## src/rtl/addsub_pkg.sv

```systemverilog
`timescale 1ns/1ps
package addsub_pkg;
  localparam int unsigned WIDTH_DEFAULT = 8;
  localparam int unsigned WIDTH_MIN     = 2;

  function automatic logic maj3(input logic x, input logic y, input logic z);
    return (x & y) | (x & z) | (y & z);
  endfunction
endpackage

```

## src/rtl/addsub_cell.sv

```systemverilog
`timescale 1ns/1ps
module addsub_cell
  import addsub_pkg::*;
(
  input  logic a_i,
  input  logic b_i,
  input  logic cin_i,
  input  logic sub_i,
  output logic sum_o,
  output logic cout_o
);
  logic b_eff;

  assign b_eff  = b_i ^ sub_i;
  assign sum_o  = a_i ^ b_eff ^ cin_i;
  assign cout_o = maj3(a_i, b_eff, cin_i);

  always_comb begin
    p_cell_r9: assert ({cout_o, sum_o} == 2'(a_i) + 2'(b_i ^ sub_i) + 2'(cin_i))
      else $error("cell mismatch");
  end
endmodule

```

## src/rtl/addsub_chain.sv

```systemverilog
`timescale 1ns/1ps
module addsub_chain #(
  parameter int unsigned N = addsub_pkg::WIDTH_DEFAULT
) (
  input  logic [N-1:0] a_i,
  input  logic [N-1:0] b_i,
  input  logic         sub_i,
  output logic [N-1:0] sum_o,
  output logic [N:0]   carry_o
);
  assign carry_o[0] = sub_i;  // +1 of the two's-complement negate

  for (genvar i = 0; i < N; i++) begin : g_cell
    addsub_cell u_cell (
      .a_i   (a_i[i]),
      .b_i   (b_i[i]),
      .cin_i (carry_o[i]),
      .sub_i (sub_i),
      .sum_o (sum_o[i]),
      .cout_o(carry_o[i+1])
    );
  end

  logic [N:0] ref_sum;
  always_comb begin
    ref_sum = {1'b0, a_i} + {1'b0, b_i ^ {N{sub_i}}} + {{N{1'b0}}, sub_i};
    p_cout_r3: assert (carry_o[N] == ref_sum[N]) else $error("carry mismatch");
    p_sum_r1: assert (sum_o == ref_sum[N-1:0]) else $error("sum mismatch");
  end
endmodule

```

## src/rtl/addsub_flags.sv

```systemverilog
`timescale 1ns/1ps
module addsub_flags #(
  parameter int unsigned N = addsub_pkg::WIDTH_DEFAULT
) (
  input  logic         a_msb_i,
  input  logic         b_msb_i,
  input  logic         sub_i,
  input  logic         sum_msb_i,
  input  logic         c_msb_i,
  input  logic         c_out_i,
  output logic         ovf_o,
  output logic [N-1:0] hi_o
);
  logic sign_true;

  assign ovf_o     = c_msb_i ^ c_out_i;  // carry into MSB vs carry out of MSB
  assign sign_true = sum_msb_i ^ ovf_o;
  assign hi_o      = {N{sign_true}};

  always_comb begin
    if (!sub_i) begin
      p_ovf_add_r4: assert (ovf_o == ((a_msb_i == b_msb_i) && (sum_msb_i != a_msb_i)))
        else $error("add overflow rule");
    end else begin
      p_ovf_sub_r5: assert (ovf_o == ((a_msb_i != b_msb_i) && (sum_msb_i != a_msb_i)))
        else $error("sub overflow rule");
    end
  end
endmodule

```

## src/rtl/addsub_ripple.sv

```systemverilog
`timescale 1ns/1ps
module addsub_ripple #(
  parameter int unsigned N = addsub_pkg::WIDTH_DEFAULT
) (
  input  logic [N-1:0] a_i,
  input  logic [N-1:0] b_i,
  input  logic         sub_i,
  output logic [N-1:0] lo_o,
  output logic [N-1:0] hi_o,
  output logic         cout_o,
  output logic         ovf_o
);
  localparam int unsigned WX = 2 * N;

  logic [N-1:0] sum;
  logic [N:0]   carry;

  addsub_chain #(.N(N)) u_chain (
    .a_i    (a_i),
    .b_i    (b_i),
    .sub_i  (sub_i),
    .sum_o  (sum),
    .carry_o(carry)
  );

  addsub_flags #(.N(N)) u_flags (
    .a_msb_i  (a_i[N-1]),
    .b_msb_i  (b_i[N-1]),
    .sub_i    (sub_i),
    .sum_msb_i(sum[N-1]),
    .c_msb_i  (carry[N-1]),
    .c_out_i  (carry[N]),
    .ovf_o    (ovf_o),
    .hi_o     (hi_o)
  );

  assign lo_o   = sum;
  assign cout_o = carry[N];

  logic [WX-1:0] ext_a, ext_b, exact;
  always_comb begin
    ext_a = {{N{a_i[N-1]}}, a_i};
    ext_b = {{N{b_i[N-1]}}, b_i};
    exact = sub_i ? ext_a - ext_b : ext_a + ext_b;
    p_exact_r6: assert ({hi_o, lo_o} == exact) else $error("exact result mismatch");
    p_fill_r7: assert (hi_o == '0 || hi_o == '1) else $error("high word not uniform");
  end
endmodule

```

## config.mk

```make
export PLATFORM = sky130hd
export DESIGN_NAME = addsub_ripple
export DESIGN_NICKNAME = d
export VERILOG_FILES = /design/src/rtl/addsub_pkg.sv /design/src/rtl/addsub_cell.sv /design/src/rtl/addsub_chain.sv /design/src/rtl/addsub_flags.sv /design/src/rtl/addsub_ripple.sv
export SDC_FILE = /design/constraint.sdc
export NUM_CORES = 1
export LEC_CHECK = 0
export CAP_MARGIN = 20
export CORE_MARGIN = 8
export CORE_UTILIZATION = 34
export DETAILED_ROUTE_END_ITERATION = 12
export PLACE_DENSITY = 0.84
export SLEW_MARGIN = 20
export SYNTH_ARGS = -nofsm -noshare
export SYNTH_HDL_FRONTEND = slang
export SYNTH_SLANG_ARGS = --single-unit
```

## constraint.sdc

```tcl
create_clock -name vclk -period 5
set_clock_uncertainty 0.05 [all_clocks]
set_input_delay 0.5 -clock vclk [all_inputs]
set_output_delay 0.5 -clock vclk [all_outputs]
set_load 0.01 [all_outputs]
```

==> impl_metrics.env <==
export IMPL_hold_class="primary input to primary output"
export IMPL_synth_area_top_cells="fa_1 (36%), buf_4 (27%), inv_1 (12%)"
export IMPL_routabilityCongestion=0.710
export IMPL_fin_util=0.600
export IMPL_antenna_found_initial=0
export IMPL_nFillCells=121
export IMPL_rows=13
export IMPL_critPathKind="primary input to primary output"
export IMPL_sw_frac_of_total=0.416
export IMPL_ir_drop_mv=0.0805
export IMPL_synthSimpleGateAreaFrac=0
export IMPL_slew_limit_headroom=0.850
export IMPL_worstMarginPinSlew_ns=0.224
export IMPL_final_min_clock_period_ns=4.82
export IMPL_grt_pass1_wl_mm=1.69
export IMPL_finalCritPeriodShare=0.964
export IMPL_worstPathRequired_ns=4.45
export IMPL_crit_arrival_ns=4.27
export IMPL_fp_dieH_um=52.1
export IMPL_grt_pass1_vias=410
export IMPL_ant_nets=0
export IMPL_critPathCaptureType="primary output"
export IMPL_place_area_um2=718
export IMPL_timing_hold_ws_ns=1.86
export IMPL_overflow=0
export IMPL_regArea_um2=0
export IMPL_grt_max_degree=9
export IMPL_drc=0
export IMPL_first_pass_iters=2
export IMPL_p_total_mw=0.135
export IMPL_syn_nets=75
export IMPL_place_ws_ns=-0.228
export IMPL_drive_gt1_frac=0.137
export IMPL_setup_slack_ns=0.181
export IMPL_dp_cells=88
export IMPL_insertedDiodeCount=0
export IMPL_ys_warn_count=0
export IMPL_die_area_um2=2710
export IMPL_initial_core_util=0.354
export IMPL_vias=352
export IMPL_synth_top_family_by_area="buffers and inverters"
export IMPL_design_core_area_um2=1250
export IMPL_via_per_inst=4.00
export IMPL_worstSetupEndpoint="ovf_o"
export IMPL_ios=35
export IMPL_synth_adder_area_share=0.362
export IMPL_routedWlPerCell_um=12.5
export IMPL_drv_slew=0
export IMPL_drt_wl_total_mm=1.10
export IMPL_p_leak_nw=0.413
export IMPL_postCtsSetupRepairBufs=0
export IMPL_setup_violations=0
export IMPL_postLayoutCellArea_um2=752
export IMPL_yosys_area_share_xor_xnor=0.198
export IMPL_outcome="finished clean"
export IMPL_p_switching_mw=0.0560
export IMPL_power_per_cell_area_nw_per_um2=179
export IMPL_clkPwrFrac=0
export IMPL_area_growth_syn_to_layout_pct=69.8
export IMPL_topRoutingLayerUsed="met3"
export IMPL_tns_ns=0
export IMPL_clock_buffers=0
export IMPL_dp_hpwl_um=985
export IMPL_drv_cap=0
export IMPL_yosys_area_top_type_share=0.362
export IMPL_drtIter0Drc=4
export IMPL_final_nets=100
export IMPL_met1_length_um=362
export IMPL_synth_largest_area_cell="fa_1"
export IMPL_startpoint_type="primary input"
export IMPL_p_int_mw=0.0787
export IMPL_grtUsageTotal=0.0767
export IMPL_startpoint="b_i[1]"
export IMPL_yosys_mux_area_fraction=0.0254
export IMPL_worstPathMaxFanout=3
export IMPL_wl_met2_um=556
export IMPL_synthesis_area_um2=443
export IMPL_die_w_um=52.1
export IMPL_ys_types=7
export IMPL_seq_area_frac_synth=0
export IMPL_hold_viol_final=0
export IMPL_fmax_mhz=208
export IMPL_instances_no_fill=88
export IMPL_comb_power_share=1.000
export IMPL_port_buffers=35
export IMPL_synth_compound_gate_area_share=0
export IMPL_syn_instance_count=50
export IMPL_wl_met3_um=183
export IMPL_seq_power_share=0
export IMPL_syn_area_per_cell_um2=8.86
export IMPL_n_sequential_cell=0
==> Yosys cell counts <==
cell / number
buf_4: 16
inv_1: 14
fa_1: 8
xnor2_1: 6
xor2_1: 4
buf_6: 1
mux2_2: 1
==> per-layer routing <==
layer  track usage  vias to the layer above
met3        0.0285                        0
met2         0.146                       27
met5             0                        -
met4             0                        0
li1              -                      165
met1        0.0820                      160
==> layout by cell type (no fill, tap or decap) <==
cell	n
inv_1	14
fa_1	5
buf_4	5
xor2_2	1
fa_2	3
xnor2_1	6
xor2_1	3
dlymetal6s2s_1	9
mux2_2	1
dlygate4sd2_1	3
clkdlybuf4s50_1	23
==> power by group through the flow <==
| stage | registers, mW | clock network, mW | logic, mW |
|---|---|---|---|
| 6_report | 0 | 0 | 0.135 |
| 3_5_place_dp | 0 | 0 | 0.141 |
| 3_3_place_gp | 0 | 0 | 0.137 |
| 4_1_cts | 0 | 0 | 0.140 |
| 5_1_grt | 0 | 0 | 0.148 |
| 2_1_floorplan | 0 | 0 | 0.0915 |
==> critical path: stages <==
cell	delay (ns)
clkdlybuf4s50_1	0.51
xor2_2	0.18
fa_1	0.19
inv_1	0.05
fa_1	0.38
fa_1	0.40
fa_1	0.40
fa_2	0.36
fa_2	0.43
fa_1	0.41
xor2_1	0.17
dlygate4sd2_1	0.28
==> cell families (layout without fill, tap and decap cells) <==
family | count (synthesis) | count (layout)
muxes | 1 | 1
adders and majority gates | 8 | 8
buffers and inverters | 31 | 54
xor gates and xnor gates | 10 | 10
==> worst min path at each step <==
stage | start | endpoint | slack, ns | cells past startpoint
6_report | a_i[7] | lo_o[7] | 1.86 | 5
4_1_cts | a_i[7] | cout_o | 2.05 | 5
3_5_place_dp | a_i[0] | lo_o[0] | 2.07 | 4
5_1_grt | a_i[7] | lo_o[7] | 1.92 | 5
2_1_floorplan | b_i[0] | lo_o[0] | 1.12 | 2
3_3_place_gp | a_i[0] | lo_o[0] | 2.06 | 4
==> layout make-up <==
| cell class | count | area [µm²] | share of cell area |
|---|---|---|---|
| inverters | 14 | 52.6 | 0.0699 |
| repair buffers | 40 | 407 | 0.541 |
| well taps | 15 | 18.8 | 0.0250 |
| multi-input cells | 19 | 274 | 0.364 |
==> timing repair <==
item | in CTS | in global routing
hold buffers | 0 | 0
hold endpoints to repair | 0 | 0
pin swaps | 1 | 2
resized for setup | 5 | 11
setup endpoints to repair | 11 | 10
No activity file was read; power rests on OpenSTA's default activity.
